### src/rtl/rtc_idx_pkg.sv
package rtc_idx_pkg;

  localparam int NUM_FIELDS = 7;
  localparam int NUM_ALARMS = 3;

  typedef enum logic [2:0] {
    F_SEC  = 3'd0,
    F_MIN  = 3'd1,
    F_HOUR = 3'd2,
    F_DOW  = 3'd3,
    F_DOM  = 3'd4,
    F_MON  = 3'd5,
    F_YEAR = 3'd6
  } field_e;

  // register numbers the host uses
  localparam logic [7:0] IX_SPARE  = 8'h0A;
  localparam logic [7:0] IX_MODE   = 8'h0B;
  localparam logic [7:0] IX_FLAGS  = 8'h0C;
  localparam logic [7:0] IX_STATUS = 8'h0D;
  localparam int         RAM_BASE  = 14;

  // bit positions in the mode register
  localparam int MB_FREEZE = 7;
  localparam int MB_BIN    = 2;
  localparam int MB_24H    = 1;
  localparam int PM_BIT    = 7;

  localparam logic [7:0] MODE_RESET = 8'h02;

  function automatic logic [7:0] field_index(input int f);
    case (f)
      0:       return 8'h00;
      1:       return 8'h02;
      2:       return 8'h04;
      3:       return 8'h06;
      4:       return 8'h07;
      5:       return 8'h08;
      default: return 8'h09;
    endcase
  endfunction

  function automatic logic [7:0] alarm_index(input int a);
    return 8'(2 * a + 1);
  endfunction

  function automatic logic [7:0] field_reset(input int f);
    return (f == 3 || f == 4 || f == 5) ? 8'h01 : 8'h00;
  endfunction

  // stored byte -> plain number
  function automatic logic [7:0] dec8(input logic [7:0] v, input logic bin);
    return bin ? v : ((8'(v[7:4]) * 8'd10) + 8'(v[3:0]));
  endfunction

  // plain number (0..99) -> stored byte
  function automatic logic [7:0] enc8(input logic [7:0] v, input logic bin);
    return bin ? v : (((v / 8'd10) << 4) | (v % 8'd10));
  endfunction

  function automatic logic [7:0] month_len(input logic [7:0] mon, input logic [7:0] yr);
    case (mon)
      8'd2:                      return (yr[1:0] == 2'b00) ? 8'd29 : 8'd28;
      8'd4, 8'd6, 8'd9, 8'd11:   return 8'd30;
      default:                   return 8'd31;
    endcase
  endfunction

endpackage

### src/rtl/rtc_idx_port.sv
module rtc_idx_port
  import rtc_idx_pkg::*;
#(
  parameter int RAM_BYTES = 114,
  parameter int RAM_AW    = 7
) (
  input  logic                  clk,
  input  logic                  rst_n,
  input  logic                  wr_en,
  input  logic                  wr_is_idx,
  input  logic [7:0]            wr_data,
  output logic [7:0]            index_q,
  output logic [NUM_FIELDS-1:0] fld_we,
  output logic [NUM_ALARMS-1:0] alarm_we,
  output logic                  spare_we,
  output logic                  mode_we,
  output logic                  ram_we,
  output logic                  ram_hit,
  output logic [RAM_AW-1:0]     ram_addr
);

  localparam logic [7:0] RAM_LO = 8'(RAM_BASE);
  localparam logic [7:0] RAM_HI = 8'(RAM_BASE + RAM_BYTES - 1);

  logic       idx_en;
  logic [7:0] index_d;
  logic       data_wr;

  always_comb begin
    idx_en  = wr_en && wr_is_idx;
    index_d = wr_data;
    data_wr = wr_en && !wr_is_idx;
  end

  always_ff @(posedge clk or negedge rst_n) begin
    if (!rst_n)      index_q <= 8'h00;
    else if (idx_en) index_q <= index_d;
  end

  always_comb begin
    for (int f = 0; f < NUM_FIELDS; f++)
      fld_we[f] = data_wr && (index_q == field_index(f));
    for (int a = 0; a < NUM_ALARMS; a++)
      alarm_we[a] = data_wr && (index_q == alarm_index(a));
    spare_we = data_wr && (index_q == IX_SPARE);
    mode_we  = data_wr && (index_q == IX_MODE);
    ram_hit  = (index_q >= RAM_LO) && (index_q <= RAM_HI);
    ram_we   = data_wr && ram_hit;
    ram_addr = RAM_AW'(index_q - RAM_LO);
  end

endmodule

### src/rtl/rtc_ctrl_regs.sv
module rtc_ctrl_regs
  import rtc_idx_pkg::*;
(
  input  logic                       clk,
  input  logic                       rst_n,
  input  logic [NUM_ALARMS-1:0]      alarm_we,
  input  logic                       spare_we,
  input  logic                       mode_we,
  input  logic [7:0]                 wr_data,
  output logic [NUM_ALARMS-1:0][7:0] alarm_q,
  output logic [7:0]                 spare_q,
  output logic [7:0]                 mode_q
);

  always_ff @(posedge clk or negedge rst_n) begin
    if (!rst_n) begin
      for (int a = 0; a < NUM_ALARMS; a++) alarm_q[a] <= 8'h00;
    end else begin
      for (int a = 0; a < NUM_ALARMS; a++)
        if (alarm_we[a]) alarm_q[a] <= wr_data;
    end
  end

  always_ff @(posedge clk or negedge rst_n) begin
    if (!rst_n)        spare_q <= 8'h00;
    else if (spare_we) spare_q <= wr_data;
  end

  always_ff @(posedge clk or negedge rst_n) begin
    if (!rst_n)       mode_q <= MODE_RESET;
    else if (mode_we) mode_q <= wr_data;
  end

endmodule

### src/rtl/rtc_scratch_ram.sv
module rtc_scratch_ram #(
  parameter int DEPTH = 114,
  parameter int AW    = 7
) (
  input  logic          clk,
  input  logic          we,
  input  logic [AW-1:0] addr,
  input  logic [7:0]    wdata,
  output logic [7:0]    rdata
);

  logic [7:0] mem [DEPTH];

  always_ff @(posedge clk) begin
    if (we) mem[addr] <= wdata;
  end

  always_comb rdata = mem[addr];

endmodule

### src/rtl/rtc_time_core.sv
module rtc_time_core
  import rtc_idx_pkg::*;
#(
  parameter int TICKS_PER_SEC = 32768
) (
  input  logic                       clk,
  input  logic                       rst_n,
  input  logic                       base_tick,
  input  logic                       set_mode,
  input  logic                       bin_mode,
  input  logic                       h24_mode,
  input  logic [NUM_FIELDS-1:0]      fld_we,
  input  logic [7:0]                 wr_data,
  output logic [NUM_FIELDS-1:0][7:0] fld_q,
  output logic                       time_wr
);

  localparam int PRE_W = (TICKS_PER_SEC > 2) ? $clog2(TICKS_PER_SEC) : 1;

  logic pre_last;
  logic sec_evt;

  always_comb time_wr = |fld_we;

  generate
    if (TICKS_PER_SEC > 1) begin : g_pre
      logic [PRE_W-1:0] pre_q, pre_d;
      logic             pre_en;
      always_comb begin
        pre_last = (pre_q == PRE_W'(TICKS_PER_SEC - 1));
        pre_en   = time_wr || set_mode || base_tick;
        pre_d    = (time_wr || set_mode || pre_last) ? '0 : pre_q + 1'b1;
      end
      always_ff @(posedge clk or negedge rst_n) begin
        if (!rst_n)      pre_q <= '0;
        else if (pre_en) pre_q <= pre_d;
      end
    end else begin : g_nopre
      always_comb pre_last = 1'b1;
    end
  endgenerate

  always_comb sec_evt = base_tick && pre_last && !set_mode && !time_wr;

  logic [7:0] sec_b, min_b, hr_b, dow_b, dom_b, mon_b, yr_b, mlen;
  logic [7:0] hr_val, hr_next;
  logic       hr_pm, pm_n;
  logic       sec_wrap, min_wrap, day_wrap, dom_wrap, mon_wrap;
  logic [NUM_FIELDS-1:0]      inc;
  logic [NUM_FIELDS-1:0][7:0] nxt;
  logic [NUM_FIELDS-1:0]      fld_en;
  logic [NUM_FIELDS-1:0][7:0] fld_d;

  always_comb begin
    sec_b = dec8(fld_q[F_SEC], bin_mode);
    min_b = dec8(fld_q[F_MIN], bin_mode);
    hr_b  = dec8({2'b00, fld_q[F_HOUR][5:0]}, bin_mode);
    hr_pm = fld_q[F_HOUR][PM_BIT];
    dow_b = dec8(fld_q[F_DOW], bin_mode);
    dom_b = dec8(fld_q[F_DOM], bin_mode);
    mon_b = dec8(fld_q[F_MON], bin_mode);
    yr_b  = dec8(fld_q[F_YEAR], bin_mode);
    mlen  = month_len(mon_b, yr_b);

    sec_wrap = sec_b >= 8'd59;
    min_wrap = min_b >= 8'd59;
    dom_wrap = dom_b >= mlen;
    mon_wrap = mon_b >= 8'd12;

    hr_val   = 8'd0;
    pm_n     = hr_pm;
    day_wrap = 1'b0;
    if (h24_mode) begin
      day_wrap = hr_b >= 8'd23;
      hr_next  = day_wrap ? 8'h00 : enc8(hr_b + 8'd1, bin_mode);
    end else begin
      if (hr_b == 8'd11) begin
        hr_val   = 8'd12;
        pm_n     = !hr_pm;
        day_wrap = hr_pm;
      end else if (hr_b >= 8'd12) begin
        hr_val = 8'd1;
      end else begin
        hr_val = hr_b + 8'd1;
      end
      hr_next = {pm_n, 7'b0} | (enc8(hr_val, bin_mode) & 8'h3F);
    end

    nxt[F_SEC]  = enc8(sec_wrap ? 8'd0 : sec_b + 8'd1, bin_mode);
    nxt[F_MIN]  = enc8(min_wrap ? 8'd0 : min_b + 8'd1, bin_mode);
    nxt[F_HOUR] = hr_next;
    nxt[F_DOW]  = enc8((dow_b >= 8'd7) ? 8'd1 : dow_b + 8'd1, bin_mode);
    nxt[F_DOM]  = enc8(dom_wrap ? 8'd1 : dom_b + 8'd1, bin_mode);
    nxt[F_MON]  = enc8(mon_wrap ? 8'd1 : mon_b + 8'd1, bin_mode);
    nxt[F_YEAR] = enc8((yr_b >= 8'd99) ? 8'd0 : yr_b + 8'd1, bin_mode);

    inc[F_SEC]  = sec_evt;
    inc[F_MIN]  = sec_evt && sec_wrap;
    inc[F_HOUR] = inc[F_MIN] && min_wrap;
    inc[F_DOW]  = inc[F_HOUR] && day_wrap;
    inc[F_DOM]  = inc[F_HOUR] && day_wrap;
    inc[F_MON]  = inc[F_DOM] && dom_wrap;
    inc[F_YEAR] = inc[F_MON] && mon_wrap;

    for (int f = 0; f < NUM_FIELDS; f++) begin
      fld_en[f] = fld_we[f] || inc[f];
      fld_d[f]  = fld_we[f] ? wr_data : nxt[f];
    end
  end

  always_ff @(posedge clk or negedge rst_n) begin
    if (!rst_n) begin
      for (int f = 0; f < NUM_FIELDS; f++) fld_q[f] <= field_reset(f);
    end else begin
      for (int f = 0; f < NUM_FIELDS; f++)
        if (fld_en[f]) fld_q[f] <= fld_d[f];
    end
  end

endmodule

### src/rtl/rtc_idx_top.sv
module rtc_idx_top
  import rtc_idx_pkg::*;
#(
  parameter int TICKS_PER_SEC = 32768,
  parameter int RAM_BYTES     = 114
) (
  input  logic       clk,
  input  logic       rst_n,
  input  logic       base_tick,
  input  logic       bat_ok,
  input  logic       wr_en,
  input  logic       wr_is_idx,
  input  logic [7:0] wr_data,
  output logic [7:0] rd_data
);

  localparam int RAM_AW = (RAM_BYTES > 2) ? $clog2(RAM_BYTES) : 1;

  logic [7:0]                 index_q;
  logic [NUM_FIELDS-1:0]      fld_we;
  logic [NUM_ALARMS-1:0]      alarm_we;
  logic                       spare_we, mode_we, ram_we, ram_hit;
  logic [RAM_AW-1:0]          ram_addr;
  logic [NUM_FIELDS-1:0][7:0] fld_q;
  logic [NUM_ALARMS-1:0][7:0] alarm_q;
  logic [7:0]                 spare_q, mode_q, ram_rd, sec_q;
  logic                       set_mode, bin_mode, h24_mode, time_wr;

  rtc_idx_port #(.RAM_BYTES(RAM_BYTES), .RAM_AW(RAM_AW)) u_port (
    .clk(clk), .rst_n(rst_n), .wr_en(wr_en), .wr_is_idx(wr_is_idx),
    .wr_data(wr_data), .index_q(index_q), .fld_we(fld_we),
    .alarm_we(alarm_we), .spare_we(spare_we), .mode_we(mode_we),
    .ram_we(ram_we), .ram_hit(ram_hit), .ram_addr(ram_addr)
  );

  rtc_ctrl_regs u_ctrl (
    .clk(clk), .rst_n(rst_n), .alarm_we(alarm_we), .spare_we(spare_we),
    .mode_we(mode_we), .wr_data(wr_data), .alarm_q(alarm_q),
    .spare_q(spare_q), .mode_q(mode_q)
  );

  always_comb begin
    set_mode = mode_q[MB_FREEZE];
    bin_mode = mode_q[MB_BIN];
    h24_mode = mode_q[MB_24H];
    sec_q    = fld_q[F_SEC];
  end

  rtc_time_core #(.TICKS_PER_SEC(TICKS_PER_SEC)) u_core (
    .clk(clk), .rst_n(rst_n), .base_tick(base_tick), .set_mode(set_mode),
    .bin_mode(bin_mode), .h24_mode(h24_mode), .fld_we(fld_we),
    .wr_data(wr_data), .fld_q(fld_q), .time_wr(time_wr)
  );

  rtc_scratch_ram #(.DEPTH(RAM_BYTES), .AW(RAM_AW)) u_ram (
    .clk(clk), .we(ram_we), .addr(ram_addr), .wdata(wr_data), .rdata(ram_rd)
  );

  always_comb begin
    rd_data = 8'h00;
    if (ram_hit) begin
      rd_data = ram_rd;
    end else begin
      for (int f = 0; f < NUM_FIELDS; f++)
        if (index_q == field_index(f)) rd_data = fld_q[f];
      for (int a = 0; a < NUM_ALARMS; a++)
        if (index_q == alarm_index(a)) rd_data = alarm_q[a];
      if (index_q == IX_SPARE)  rd_data = spare_q;
      if (index_q == IX_MODE)   rd_data = mode_q;
      if (index_q == IX_FLAGS)  rd_data = 8'h00;
      if (index_q == IX_STATUS) rd_data = {bat_ok, 7'b0};
    end
  end

endmodule

### config.mk
export PLATFORM = sky130hd
export DESIGN_NAME = rtc_idx_top
export DESIGN_NICKNAME = d
export VERILOG_FILES = /design/src/rtl/rtc_idx_pkg.sv /design/src/rtl/rtc_idx_port.sv /design/src/rtl/rtc_ctrl_regs.sv /design/src/rtl/rtc_scratch_ram.sv /design/src/rtl/rtc_time_core.sv /design/src/rtl/rtc_idx_top.sv
export SDC_FILE = /design/constraint.sdc
export NUM_CORES = 1
export LEC_CHECK = 0
export ABC_AREA = 1
export ABC_CLOCK_PERIOD_IN_PS = 3900
export CAP_MARGIN = 20
export CORE_MARGIN = 2
export CORE_UTILIZATION = 50
export DETAILED_ROUTE_END_ITERATION = 8
export DONT_BUFFER_PORTS = 1
export HOLD_SLACK_MARGIN = 0.08
export PLACE_DENSITY_LB_ADDON = 0.15
export SYNTH_ARGS = -nofsm -noshare
export SYNTH_HDL_FRONTEND = slang
export SYNTH_SLANG_ARGS = --single-unit
### constraint.sdc
create_clock -name clk -period 3.9 [get_ports clk]
set_clock_uncertainty 0.1 [all_clocks]
set_input_delay 0.585 -clock clk [delete_from_list [all_inputs] [get_ports clk]]
set_output_delay 0.585 -clock clk [all_outputs]
set_load 0.01 [all_outputs]
==> results.toml <==
[synth]
ys_top_cells_by_count = "edfxtp_1 (912), nand2_1 (702), a22oi_1 (361), nand3_1 (337), inv_1 (255)"
synthXorXnorAreaFrac = 0.00509
syn-cell-area_um2 = 45700
synth_fa_ha_area_frac = 0.0273
synth-simple-area-share = 0.143
ys_types = 72
synth_top_area_share = 0.599
synthMuxAreaShare = 0.000219
seq_area_frac_synth = 0.665
synth_edf_count = 912
synth-compound-area-share = 0.120
yosysWarnings = 0
syn_nets = 3970
yosys.cell_count.top_type = "edfxtp_1"
synthFlopType = "edfxtp_1"
synth_top_area_cell = "edfxtp_1"
synth_top_family_by_area = "simple AND/OR/NAND/NOR gates"
ys_ff_latch = 1031
postSynthCellCount = 3864
synthArstFlopShare = 0.115
ys_top_cells_by_area = "edfxtp_1 (60%), dfrtp_1 (6.3%), a22oi_1 (5.9%)"
avgSynthCellArea_um2 = 11.8

[status]
failed_checks = "setup timing"
outcome = "finished, violations left"

[clocking]
root_buffer = "clkbuf_16"
clock-sinks = 1031
clk_pin_slew_ps = 70
clockBufferDepth = 3
cts_buffers = 107
cts_tree = "done"
htree_levels = 3
worst_skew_pair.late_latency_ps = 690

[route]
wl_per_cell_um = 24.8
drc = 0
viasPerCell = 6.05
firstDrtPassIters = 6
finalWirelength_um = 135000
drtIter0Drc = 3917
detail-route-antenna-nets = 0
vias = 32900

[job]
max-cap-violations = 0

[cells_and_area]
drive_gt1_frac = 0.208
area.growth.synth_to_final_pct = 21.4
fin_util = 0.614
finalNonFillerCells = 5437
post-route-cell-area_um2 = 55400
nets = 4272

[timing]
rsz0062_at_grt = "yes"
tightest_slew_ps = 910
hold_ws_ps = 108
hold_violations = 0
finalCriticalPeriod_ps = 4670
setup-tns-final_ps = -12660
setup_viol = 30
fmax_mhz = 214
period_share = 1.20
drv_slew = 0
maxSlewHeadroom = 0.391
layout_setup_ws_ps = -768

[global_route]
grt_first_pass_wirelength_um = 198000
grt_usage = 0.281
grt_max_degree = 120
antenna_found_initial = 5
overflow = 0
grt_pass1_vias = 31300

[setup_path]
slowest_stage = "fa_1"
cp_data_arrival_time_ps = 5160
start_kind = "flip-flop"
end_kind = "flip-flop"
critPathRequiredTime_ps = 4390
path_class = "reg -> reg"
worstPathMaxFanout = 5
cpPeakStageDelay_ps = 570
path_common_cell = "nand2_2"

[place]
dp.cells = 5122
portBuffers = 0
dp_hpwl_um = 76900
place_congestion = 0.912
dpl_cell_area_um2 = 48700
place_ws_ps = -758

[pwr]
leakage_nw = 20.4
power.total_mw = 39.1
powerDensity_nw_per_um2 = 705
peakVddDrop_v = 0.000717

[die]
die_y_um = 306
die-area_um2 = 93800
ios = 22
coreArea_um2 = 90300
fp.dieW_um = 306
initial_core_util = 0.506
num_rows = 110

[worst_hold_path]
min_path_type = "in -> reg"
cells in the final DEF (no fill, tap or decap), types with 12 or more instances in the layout:
cell type,count
clkinv_1,34
o211ai_1,69
fa_1,12
nor3_1,16
buf_6,27
o21ai_0,112
a22oi_1,336
nand2_4,23
a21oi_2,13
o21ai_2,22
buf_16,19
buf_4,267
clkinv_2,23
inv_1,234
edfxtp_1,912
inv_2,28
dfrtp_1,109
nor2_2,19
nor2_4,23
nand4_1,74
a21oi_1,79
xor2_1,14
o22ai_1,23
buf_12,40
ha_1,66
nand2_2,54
clkbuf_1,22
nand2_1,659
a22oi_2,25
a41oi_2,12
nor2_1,208
nand3_2,45
o21ai_1,35
clkbuf_16,112
nand3_1,296
final timing paths:
check,startpoint,slack [ps],end,cells after the start
worst min-delay path,base_tick,110,u_core.fld_q[1],4
worst max-delay path,u_core.fld_q[45],-770,u_core.fld_q[34],31
worst min register to register,u_ctrl.mode_q[3],390,u_ctrl.mode_q[3],2
worst max register to register,u_core.fld_q[45],-770,u_core.fld_q[34],31
max in group asynchronous,rst_n,2750,u_port.index_q[0],2
min in group asynchronous,rst_n,390,u_core.fld_q[29],2
repair_timing:
item	CTS	global route
endpoints found under the setup margin	34	58
setup buffers	37	48
hold buffers	12	0
cloned	15	2
endpoints found under the hold margin	1043	0
pin swaps	65	125
gates resized for setup	195	231
worst max-delay path, delay by kind of cell (launching register included):
family | cells | cell delay, ps
and+or+nand+nor | 17 | 1740
adders and majority gates | 4 | 1250
AOI/OAI and AO/OA | 4 | 520
DFF | 1 | 410
buffers and inverters | 5 | 380
xor gates and xnor gates | 1 | 130
registers in the layout, summed over array words and instances (netlist names):
name / cells
u_ctrl.spare_q: 8
u_ctrl.alarm_q: 24
u_ctrl.mode_q: 8
u_port.index_q: 8
u_core.fld_q: 56
u_core.g_pre.pre_q: 15
u_ram.mem: 912
power breakdown:
part | internal [mW] | leakage [nW] | switching (mW)
Clock | 5.86 | 1.70 | 4.30
Combinational | 6.48 | 8.99 | 9.89
Sequential | 12.3 | 9.70 | 0.265
area by class of cell:
| cell class | instances | area (um2) |
|---|---|---|
| clock buffer | 135 | 2880 |
| clock inverter | 67 | 582 |
| fill | 7023 | 34800 |
| timing repair buffer | 368 | 3970 |
| antenna | 2 | 5.00 |
| multi-input combinational | 2373 | 14900 |
| inverter | 280 | 1130 |
| timing repair inverter | 5 | 77.6 |
| sequential | 1031 | 30400 |
| tap | 1176 | 1470 |
kinds of logic after synthesis:
family	count (synthesis)
AOI/OAI and AO/OA	804
xor gates and xnor gates	25
adders and majority gates	92
buffers and inverters	460
DFF	1031
muxes	1
and+or+nand+nor	1451
metal layers:
layer / track usage / vias up / wire, um
met3: 0.0490 / 272 / 11900
met4: 0.0944 / 2 / 4760
li1: - / 14900 / -
met5: 0 / - / 10
met1: 0.412 / 16200 / 58000
met2: 0.426 / 1515 / 60200
Note: power is estimated with default switching activity, not from simulation.
